**src/rtl/po_pkg.sv**
```systemverilog
package po_pkg;
  localparam int unsigned REG_W      = 8;
  localparam int unsigned WIN_CYCLES = 64;

  // option register layout
  localparam int unsigned OPT_EDGE   = 7;
  localparam int unsigned OPT_MON    = 3;
  localparam int unsigned OPT_FORCE  = 2;
  localparam int unsigned OPT_TMO_HI = 1;
  localparam int unsigned OPT_TMO_LO = 0;

  // protect register layout
  localparam int unsigned PROT_GUARD = 4;

  localparam logic [REG_W-1:0] OPT_RST  = 8'h80;
  localparam logic [REG_W-1:0] PROT_RST = 8'h10;

  typedef enum logic [1:0] {
    SEL_OPT  = 2'd0,
    SEL_PROT = 2'd1,
    SEL_CFG  = 2'd2,
    SEL_NONE = 2'd3
  } po_sel_e;
endpackage

```
**src/rtl/po_window.sv**
```systemverilog
module po_window #(
  parameter int unsigned WINDOW = 64
) (
  input  logic clk,
  input  logic rst,
  output logic open_q
);
  localparam int unsigned CW = $clog2(WINDOW + 1);
  localparam logic [CW-1:0] LIMIT = CW'(WINDOW);

  logic [CW-1:0] cnt_q;
  logic [CW-1:0] cnt_nxt;

  assign cnt_nxt = cnt_q + CW'(1);

  always_ff @(posedge clk) begin
    if (rst) begin
      cnt_q  <= '0;
      open_q <= 1'b1;
    end else if (cnt_q != LIMIT) begin
      cnt_q  <= cnt_nxt;
      open_q <= (cnt_nxt < LIMIT);
    end
  end
endmodule

```
**src/rtl/po_option.sv**
```systemverilog
module po_option
  import po_pkg::*;
(
  input  logic             clk,
  input  logic             rst,
  input  logic             win,
  input  logic             we,
  input  logic [REG_W-1:0] d,
  output logic [REG_W-1:0] opt_q
);
  logic       edge_q;
  logic [1:0] tmo_q;
  logic       mon_q;
  logic       force_q;

  always_ff @(posedge clk) begin
    if (rst) begin
      edge_q  <= OPT_RST[OPT_EDGE];
      tmo_q   <= OPT_RST[OPT_TMO_HI:OPT_TMO_LO];
      mon_q   <= OPT_RST[OPT_MON];
      force_q <= OPT_RST[OPT_FORCE];
    end else if (we) begin
      if (win) begin
        edge_q <= d[OPT_EDGE];
        tmo_q  <= d[OPT_TMO_HI:OPT_TMO_LO];
      end
      mon_q   <= d[OPT_MON];
      force_q <= force_q | d[OPT_FORCE];
    end
  end

  always_comb begin
    opt_q                        = '0;
    opt_q[OPT_EDGE]              = edge_q;
    opt_q[OPT_MON]               = mon_q;
    opt_q[OPT_FORCE]             = force_q;
    opt_q[OPT_TMO_HI:OPT_TMO_LO] = tmo_q;
  end
endmodule

```
**src/rtl/po_guard.sv**
```systemverilog
module po_guard
  import po_pkg::*;
(
  input  logic             clk,
  input  logic             rst,
  input  logic             win,
  input  logic             we_prot,
  input  logic             we_cfg,
  input  logic [REG_W-1:0] d,
  output logic [REG_W-1:0] prot_q,
  output logic             cfg_we_q,
  output logic [REG_W-1:0] cfg_d_q
);
  logic guard_q;

  always_ff @(posedge clk) begin
    if (rst) begin
      guard_q  <= PROT_RST[PROT_GUARD];
      cfg_we_q <= 1'b0;
      cfg_d_q  <= '0;
    end else begin
      if (we_prot && win) guard_q <= d[PROT_GUARD];
      cfg_we_q <= we_cfg && !guard_q;
      if (we_cfg && !guard_q) cfg_d_q <= d;
    end
  end

  always_comb begin
    prot_q             = '0;
    prot_q[PROT_GUARD] = guard_q;
  end
endmodule

```
**src/rtl/prot_option_reg.sv**
```systemverilog
module prot_option_reg
  import po_pkg::*;
#(
  parameter int unsigned WINDOW = WIN_CYCLES
) (
  input  logic             clk,
  input  logic             rst,
  input  logic             wr,
  input  logic [1:0]       sel,
  input  logic [REG_W-1:0] wdata,
  output logic [REG_W-1:0] option_q,
  output logic [REG_W-1:0] protect_q,
  output logic             edge_mode,
  output logic [1:0]       tmo_code,
  output logic             clk_mon_on,
  output logic             cfg_permit,
  output logic             cfg_we,
  output logic [REG_W-1:0] cfg_wdata,
  output logic             window_open
);
  po_sel_e sel_e;
  logic    we_opt, we_prot, we_cfg;

  assign sel_e   = po_sel_e'(sel);
  assign we_opt  = wr && (sel_e == SEL_OPT);
  assign we_prot = wr && (sel_e == SEL_PROT);
  assign we_cfg  = wr && (sel_e == SEL_CFG);

  po_window #(.WINDOW(WINDOW)) u_win (
    .clk    (clk),
    .rst    (rst),
    .open_q (window_open)
  );

  po_option u_opt (
    .clk   (clk),
    .rst   (rst),
    .win   (window_open),
    .we    (we_opt),
    .d     (wdata),
    .opt_q (option_q)
  );

  po_guard u_grd (
    .clk      (clk),
    .rst      (rst),
    .win      (window_open),
    .we_prot  (we_prot),
    .we_cfg   (we_cfg),
    .d        (wdata),
    .prot_q   (protect_q),
    .cfg_we_q (cfg_we),
    .cfg_d_q  (cfg_wdata)
  );

  assign edge_mode  = option_q[OPT_EDGE];
  assign tmo_code   = option_q[OPT_TMO_HI:OPT_TMO_LO];
  assign clk_mon_on = option_q[OPT_MON] | option_q[OPT_FORCE];
  assign cfg_permit = !protect_q[PROT_GUARD];
endmodule

```
**config.mk**
```make
export PLATFORM = sky130hd
export DESIGN_NAME = prot_option_reg
export DESIGN_NICKNAME = d
export VERILOG_FILES = /design/src/rtl/po_pkg.sv /design/src/rtl/po_window.sv /design/src/rtl/po_option.sv /design/src/rtl/po_guard.sv /design/src/rtl/prot_option_reg.sv
export SDC_FILE = /design/constraint.sdc
export NUM_CORES = 1
export LEC_CHECK = 0
export ABC_AREA = 1
export ABC_CLOCK_PERIOD_IN_PS = 1200
export BUFFER_PORTS_ARGS = -buffer_cell sky130_fd_sc_hd__buf_2
export CAP_MARGIN = 20
export CORE_MARGIN = 2
export CORE_UTILIZATION = 27
export CTS_CLUSTER_DIAMETER = 40
export DETAILED_ROUTE_END_ITERATION = 12
export PLACE_DENSITY = 0.51
export REMOVE_ABC_BUFFERS = 1
export SLEW_MARGIN = 20
export SYNTH_ARGS = -nofsm -noshare
export SYNTH_HDL_FRONTEND = slang
export SYNTH_SLANG_ARGS = --single-unit
```
**constraint.sdc**
```tcl
create_clock -name clk -period 1.2 [get_ports clk]
set_input_delay 0.24 -clock clk [delete_from_list [all_inputs] [get_ports clk]]
set_output_delay 0.24 -clock clk [all_outputs]
set_load 0.02 [all_outputs]
```
# Word level (Yosys, flattened, before mapping)
# Index checks and enable logic that the tools add are counted.
# op_classes
addsub,1
order_cmp,1
eq_ne,3
bitwise,2
reduce_logical,8
# op_table
op,count
$add 7x1->7 const B,1
$lt 7x7->1 const B,1
$ne 7x7->1 const B,1
$logic_and 1x1->1,5
$eq 2x1->1 const B,1
$eq 2x2->1 const B,1
$logic_not 2->1,1
$or 1x1->1,2
$reduce_and 2->1,1
$logic_not 1->1,1
# word_totals
register_bits,23
in_bits,13
output_inout_bits,31
wordCells,24

# Longest topological paths before layout
# Gate-level depths: netlist of the first run.
# logic_depth
word_depth,3
mapped_depth,7
ltp_nobuf,7

# By module
# Synthesis of the first run repeated with hierarchy kept, for this count alone.
# unflattened
cells_unflattened,176
hier_area_um2,1202.4
# modules_own_cells
mod,n_inst,cells_per_inst,area_per_inst_um2,seq_area_each_um2
po_guard,1,69,480.5,200.2
po_window,1,62,427.9,160.2
po_option,1,33,235.2,100.1
prot_option_reg,1,12,58.8,0.0

# Worst setup path after synthesis of the first run
# OpenSTA, ideal clock, no wires.
# synth_timing
path_kind,register to register
start,register u_win.cnt_q[0]
end,register u_win.open_q
setup_ps,120
arrival_time_ps,865
required_time_ps,1080
setup_slack_ps,215
stages_incl_launch_ff,7
n_path_buf,0
synth_period_minus_slack_ps,985
cell_sequence,dfxtp_1 inv_1 ha_1 nand3_1 nor2_4 nand2_1 nand3_1
# synth_via
elab_chain_len,2
word_cells_on_any_way,3
cone_classes,add/sub (1); order compare (1); eq/ne (1)
# synth_rtl
item,line,source
start: declaration,po_window.sv:11,logic [CW-1:0] cnt_q;
start signal: assignment,po_window.sv:21,cnt_q <= cnt_nxt;
$add 7x1->7,po_window.sv:14,assign cnt_nxt = cnt_q + CW'(1);
net u_win.cnt_nxt[0],po_window.sv:12,logic [CW-1:0] cnt_nxt;
$lt 7x7->1,po_window.sv:22,open_q <= (cnt_nxt < LIMIT);
end signal: assignment,po_window.sv:22,
end: declaration,po_window.sv:6,output logic open_q
# The timed path passes the listed nets, and every way through them passes these cells.
# A chain may end at the register's enable or synchronous reset.

# Worst setup path after layout of the first run
# layout_timing
start,register u_opt.mon_q
end,output port clk_mon_on
# layout_via
elab_chain_len,1
# layout_rtl
item,line,source
start: declaration,po_option.sv:13,logic mon_q;
start signal: assignment,po_option.sv:20,mon_q <= OPT_RST[OPT_MON];
start signal: assignment,po_option.sv:27,mon_q <= d[OPT_MON];
$or 1x1->1,prot_option_reg.sv:58,assign clk_mon_on = option_q[OPT_MON] | option_q[OPT_FORCE];
end: declaration,prot_option_reg.sv:15,"output logic clk_mon_on,"
# No other way between the ends.

==> impl_metrics.json, run 1 <==
{
  "status": "complete, but fails checks",
  "violations": "negative setup slack",
  "place_congestion": 0.743,
  "worstPathCellList": "or2_4, buf_6",
  "netlist_area_mm2": 0.00112,
  "drt_iter0_markers": 39,
  "powerDensity_mw_per_mm2": 1160,
  "post-route-min-period_ns": 1.21,
  "via_per_inst": 4.08,
  "worstRegToRegCells": 6,
  "yosysTopAreaCellShare_pct": 41.2,
  "clkSinkCount": 23,
  "critPathKind": "flip-flop to output port",
  "track_usage_pct": 9.59,
  "syn_inst": 146,
  "crit_required_ns": 0.96,
  "ir_worst_vdd_uv": 605,
  "cp-endpoint": "clk_mon_on",
  "die-area_mm2": 0.00467,
  "crit_family": "flip-flops",
  "initial_utilization_pct": 27.9,
  "synth_ff_type": "dfxtp_1",
  "yosysTopAreaCell": "dfxtp_1",
  "min-delay-start": "wdata[6]",
  "reg2reg_to": "u_win.open_q",
  "grt_pass1_vias": 773,
  "finalClockSkew_ns": 0.00977,
  "wl_um": 2180,
  "cp.depth": 2,
  "cts_root_buf": "clkbuf_8",
  "nNetsFinal": 191,
  "ys.warnings.count": 0,
  "start_kind": "flip-flop",
  "grt_max_degree": 17,
  "final-hold-violation-count": 0,
  "syn_to_final_growth_pct": 17.6,
  "place_area_mm2": 0.00125,
  "diodes": 0,
  "final-max-slew-violation-count": 0,
  "design.core.area_mm2": 0.00400,
  "drc_errors": 0,
  "fmax_mhz": 824,
  "overflow": 0,
  "avgSynthCellArea_um2": 7.65,
  "stdcell_area_mm2": 0.00131,
  "synth.distinct_cells": 25,
  "fin_ws_ns": -0.0140,
  "crit_fanout": 2,
  "hpwlAfterDp_um": 1630,
  "hp-class": "input pin to flip-flop",
  "ys_seq_elements": 23,
  "slowest_delay_ns": 0.34,
  "reg2reg_from": "u_win.cnt_q[1]",
  "cp_num_buf_inv": 1,
  "synth_area_leaders": "dfxtp_1 41%, buf_4 11%, nor2_1 11%, nand2_1 4.7%, nand3_1 4.5%",
  "final_util_pct": 32.8,
  "synth-edff-count": 0,
  "fp.dieW_um": 68.3,
  "cts_buffer_depth": 2,
  "grt_pass1_wl_um": 3390,
  "critPathLaunch": "u_opt.mon_q",
  "ios": 44,
  "num_rows": 23,
  "clock_latency_ns": 0.27,
  "layout-drive-gt1-share_pct": 30.9,
  "antenna_found_initial": 0,
  "cp.arrival_ns": 0.97,
  "wl_per_cell_um": 9.68,
  "ant_nets": 0,
  "io_buffers": 33,
  "path_clk_slew_ns": 0.09,
  "fillers": 432,
  "post-route-period-util_pct": 101,
  "dp_slack_ns": 0.136,
  "setup_violations": 1,
  "num_vias": 919,
  "drt_first_pass_iters": 4,
  "r2r_slack_ns": 0.12,
  "synthArstFlopShare_pct": 0,
  "h-tree-depth": 1,
  "cp-end-kind": "output port",
  "cts_tree": "yes",
  "leakage_nw": 0.599,
  "postCtsHoldBufs": 0,
  "drv_cap": 0,
  "cpMaxStageDelayCell": "dfxtp_2",
  "cts_buffers": 3,
  "ys_seq_area_share_pct": 41.2,
  "die_h_um": 68.3,
  "rsz0062_at_grt": "true"
}
[metal layers]
metal	GRT usage, %	part of all wire, %	vias to the layer above
li1	-	-	489
met1	14.1	51	399
met2	13.5	43	31
met3	2.96	6.3	0
met4	2.25	0	0
met5	0	0	-
[registers in the layout, summed over array words and instances, names as in the netlist]
name,cells
u_opt.force_q,1
u_opt.edge_q,1
u_win.open_q,1
u_opt.mon_q,1
u_grd.cfg_d_q,8
u_win.cnt_q,7
u_grd.guard_q,1
u_opt.tmo_q,2
u_grd.cfg_we_q,1
[synth_stat cells (2+ instances only)]
cell type / n
a21oi_2: 3
xnor2_1: 2
dfxtp_1: 23
nand3_1: 10
nor2_1: 33
o21ai_0: 9
ha_1: 2
buf_4: 17
nor2_2: 2
nand2_1: 14
nor3_1: 2
nand4_1: 3
nand2_2: 2
inv_2: 2
inv_1: 12
[worst register-to-register path: stages, from the launching register on]
cell and delay (ns):
dfxtp_1 0.37, ha_1 0.20, nand2_1 0.09, nor2_1 0.12, nand2_1 0.07, nand2_1 0.07, nand3_1 0.05
[worst min path at each step]
stage | to | slack (ns) | cells after the start
global route | u_opt.force_q | 0.23 | 3
detailed placement | u_opt.tmo_q[1] | 0.45 | 2
finish | u_grd.cfg_d_q[6] | 0.22 | 3
CTS | u_opt.force_q | 0.22 | 3
global placement | u_opt.tmo_q[1] | 0.45 | 2
floorplan | u_opt.force_q | 0.30 | 1
[what timing repair did]
action / CTS / global route
setup buffers: 1 / 0
gates resized for setup: 5 / 0
hold endpoints to repair: 0 / 0
setup endpoints to repair: 2 / 1
[cell type report]
| cell class | count | area, um^2 | share of cell area [%] |
|---|---|---|---|
| multi-input cells | 99 | 499 | 38.0 |
| clock inverters | 1 | 7.51 | 0.571 |
| flip-flops and latches | 23 | 463 | 35.2 |
| clock buffers | 3 | 41.3 | 3.14 |
| inverters | 15 | 61.3 | 4.67 |
| well taps | 50 | 62.6 | 4.76 |
| repair buffers | 34 | 179 | 13.6 |
[power by group]
group	switching, mW	internal [mW]
Clock	0.268	0.235
Combinational	0.140	0.0733
Sequential	0.0172	0.786
Total	0.425	1.09
[placed cells by master (no fill, tap or decap), drive strengths merged]
master / synthesis / routed
nor2: 36 / 36
buf: 18 / 34
dfxtp: 23 / 23
nand2: 17 / 17
inv: 14 / 14
nand3: 11 / 11
conb: 1 / 10
o21ai: 10 / 10
a21oi: 4 / 4
nand4: 3 / 3
clkbuf: 0 / 3
nor3: 2 / 2
xnor2: 2 / 2
ha: 2 / 2
or2: 1 / 1
xor2: 1 / 1
clkinv: 1 / 1
clkinvlp: 0 / 1
[stage by stage]
| stage | TNS [ns] | hold WS [ns] | power, mW | cells |
|---|---|---|---|---|
| floorplan | 0 | 0.302 | 0.955 | 137 |
| global placement | 0 | 0.452 | 1.03 | 220 |
| detailed placement | 0 | 0.454 | 1.03 | 220 |
| CTS | -0.0260 | 0.216 | 1.55 | 225 |
| global route | -0.0380 | 0.232 | 1.60 | 225 |
| finish | -0.0140 | 0.219 | 1.52 | 225 |
[cell families (layout without fill, tap and decap cells)]
family | count (synthesis) | after routing | share of synthesized area, %
xor gates and xnor gates | 3 | 3 | 2.35
AOI/OAI and AO/OA | 14 | 14 | 7.28
DFF | 23 | 23 | 41.2
and+or+nand+nor | 70 | 70 | 29.2
other | 1 | 10 | 0.336
adders and majority gates | 2 | 2 | 2.24
buffers and inverters | 33 | 53 | 17.4
Note: power is estimated with default switching activity, not from simulation.
==> run 2, diff against run 1 <==
SYNTH_HIERARCHICAL = 1   (was unset)
==> run 2 against run 1 <==
The run still ends with negative setup slack left; first-iteration DRC count is 5.1% higher; final cell count is 15% higher; clock power is 5.0% lower; synthesized area is 7.6% higher; maximum frequency is 1.1% higher; sequential power is 0.6% higher; flip-flop and latch count stayed put; die area is 7.2% higher; sequential share of layout area is 2.1 points lower; via count is 12% higher; power hardly changed; largest power group unchanged.
==> impl_metrics.json, run 2 <==
{
  "grt_pass1_wl_um": 4030,
  "crit_fanout": 2,
  "layout-drive-gt1-share_pct": 26.2,
  "synth-edff-count": 0,
  "post-route-min-period_ns": 1.20,
  "crit_required_ns": 0.96,
  "finalClockSkew_ns": 0.00522,
  "overflow": 0,
  "ios": 44,
  "powerDensity_mw_per_mm2": 1080,
  "wl_um": 2380,
  "clkSinkCount": 23,
  "cts_root_buf": "clkbuf_8",
  "final-max-slew-violation-count": 0,
  "io_buffers": 33,
  "ir_worst_vdd_uv": 421,
  "ant_nets": 0,
  "ys.warnings.count": 6,
  "cts_buffers": 3,
  "via_per_inst": 3.99,
  "clock_latency_ns": 0.26,
  "violations": "negative setup slack",
  "layout.cells.most_common": "nor2_1",
  "final-hold-violation-count": 0,
  "holdWs_ns": 0.208,
  "critPathKind": "flip-flop to output port",
  "setup_violations": 1,
  "synth_area_leaders": "dfxtp_1 38%, nor2_1 12%, buf_4 11%, nand2_1 9.7%, inv_1 8.1%",
  "num_vias": 1029,
  "antenna_found_initial": 0,
  "synthMuxAreaShare_pct": 0,
  "cp.arrival_ns": 0.96,
  "drv_cap": 0,
  "num_rows": 24,
  "ys_seq_area_share_pct": 38.3,
  "hpwlAfterDp_um": 1850,
  "nNetsFinal": 222,
  "synthArstFlopShare_pct": 0,
  "yosysTopAreaCell": "dfxtp_1",
  "largestRegisters": "u_grd/cfg_d_q: 8 flops, u_win/cnt_q: 7 flops, u_opt/tmo_q: 2 flops",
  "cts_tree": "yes",
  "dp_slack_ns": 0.0453,
  "track_usage_pct": 9.99,
  "fmax_mhz": 833,
  "path_clk_slew_ns": 0.08,
  "rsz0062_at_grt": "true",
  "drt_iter0_markers": 41,
  "die-area_mm2": 0.00500,
  "synth_ff_type": "dfxtp_1",
  "fp.dieW_um": 70.7,
  "syn_inst": 176,
  "grt_max_degree": 14,
  "drt_first_pass_iters": 4,
  "die_h_um": 70.7,
  "synthAdderAreaFrac_pct": 2.08,
  "place_congestion": 0.792,
  "largest_reg_flops": 8,
  "design.core.area_mm2": 0.00432,
  "start_kind": "flip-flop",
  "grt_pass1_vias": 911,
  "avgSynthCellArea_um2": 6.83,
  "cp-end-kind": "output port",
  "diodes": 0,
  "leakage_nw": 0.740,
  "post-route-period-util_pct": 100,
  "netlist_area_mm2": 0.00120,
  "initial_utilization_pct": 27.8,
  "status": "complete, but fails checks",
  "synth.distinct_cells": 22,
  "yosysMostFrequentCell": "nor2_1",
  "top_register": "u_grd/cfg_d_q",
  "fin_ws_ns": -0.00112,
  "synth-xor-area-share_pct": 2.19,
  "synth-simple-area-share_pct": 33.7,
  "drc_errors": 0,
  "synth_top_family_by_area": "simple AND/OR/NAND/NOR gates",
  "layout_common_cells": "37 x nor2_1, 32 x buf_2, 31 x nand2_1",
  "ys_top_cells_by_count": "37 x nor2_1, 31 x nand2_1, 26 x inv_1",
  "syn_to_final_growth_pct": 17.1,
  "ys_seq_elements": 23,
  "wl_per_cell_um": 9.21,
  "synth_compound_area_share_pct": 2.50,
  "cts_buffer_depth": 2,
  "yosysTopAreaCellShare_pct": 38.3,
  "hp-class": "input pin to flip-flop",
  "h-tree-depth": 1
}
==> run 2: cell count changes in the layout (fill, tap and decap cells not counted), sizes merged <==
cell	before	now
buf	34	36
nand4	3	0
inv	14	28
nor2	36	39
a21oi	4	3
o21ai	10	3
nand2	17	32
clkinvlp	1	0
nand3	11	19
clkinv	1	2
==> run 2: worst paths after layout <==
check	from	endpoint	slack, ns	depth (start not counted)
max	u_opt/mon_q	clk_mon_on	-0.001	2
min	rst	u_opt/force_q	0.21	2
max reg2reg	u_win/cnt_q[1]	u_win/open_q	0.10	6
min reg2reg	u_grd/cfg_d_q[2]	u_grd/cfg_d_q[2]	0.48	2
==> run 2: critical path, stage by stage, from the launching register on <==
cell	delay (ns)
dfxtp_2	0.33
or2_1	0.24
buf_6	0.13
==> run 2: what timing repair did <==
item / 4_1_cts / 5_1_grt
endpoints found under the setup margin: 4 / 3
endpoints found under the hold margin: 0 / 0
hold buffers: 0 / 0
setup buffers: 1 / 0
pin swaps: 1 / 0
gates resized for setup: 6 / 2
==> run 2: logic make-up after synthesis <==
kind of cell | Yosys count
other | 2
adders and majority gates | 2
AOI/OAI and AO/OA | 6
buffers and inverters | 47
DFF | 23
xor gates and xnor gates | 3
and+or+nand+nor | 93
==> run 2: power breakdown <==
group	leakage (nW)	internal (mW)	switching, mW
Sequential	0.187	0.787	0.0215
Combinational	0.528	0.0793	0.153
Clock	0.0255	0.232	0.247
Total	0.740	1.10	0.421
==> run 2: area by class of cell <==
class | count | area (um^2)
fillers | 490 | 2920
multi-input cells | 114 | 527
flip-flops and latches | 23 | 467
repair buffers | 36 | 194
inverters | 29 | 109
well taps | 52 | 65.1
clock buffers | 3 | 41.3
clock inverters | 1 | 5.00
==> run 2: per-layer routing <==
layer / track usage, % / share of wire [%] / vias to the layer above
li1: - / - / 559
met3: 1.28 / 4.5 / 4
met1: 13.8 / 51 / 437
met5: 0 / 0 / -
met4: 5.66 / 2.1 / 0
met2: 15.1 / 43 / 29
==> run 2: per-stage QoR <==
| step | total power [mW] | instance area [um^2] | utilization (%) | TNS (ns) | std cells |
|---|---|---|---|---|---|
| 5_1_grt | 1.61 | 1410 | 32.6 | -0.0304 | 258 |
| 4_1_cts | 1.54 | 1400 | 32.5 | -0.0132 | 258 |
| 3_5_place_dp | 1.05 | 1340 | 31.0 | 0 | 253 |
| 2_1_floorplan | 0.974 | 1090 | - | 0 | 166 |
| 3_3_place_gp | 1.05 | 1340 | 31.0 | 0 | 253 |
| 6_report | 1.52 | 1410 | 32.6 | -0.00112 | 258 |
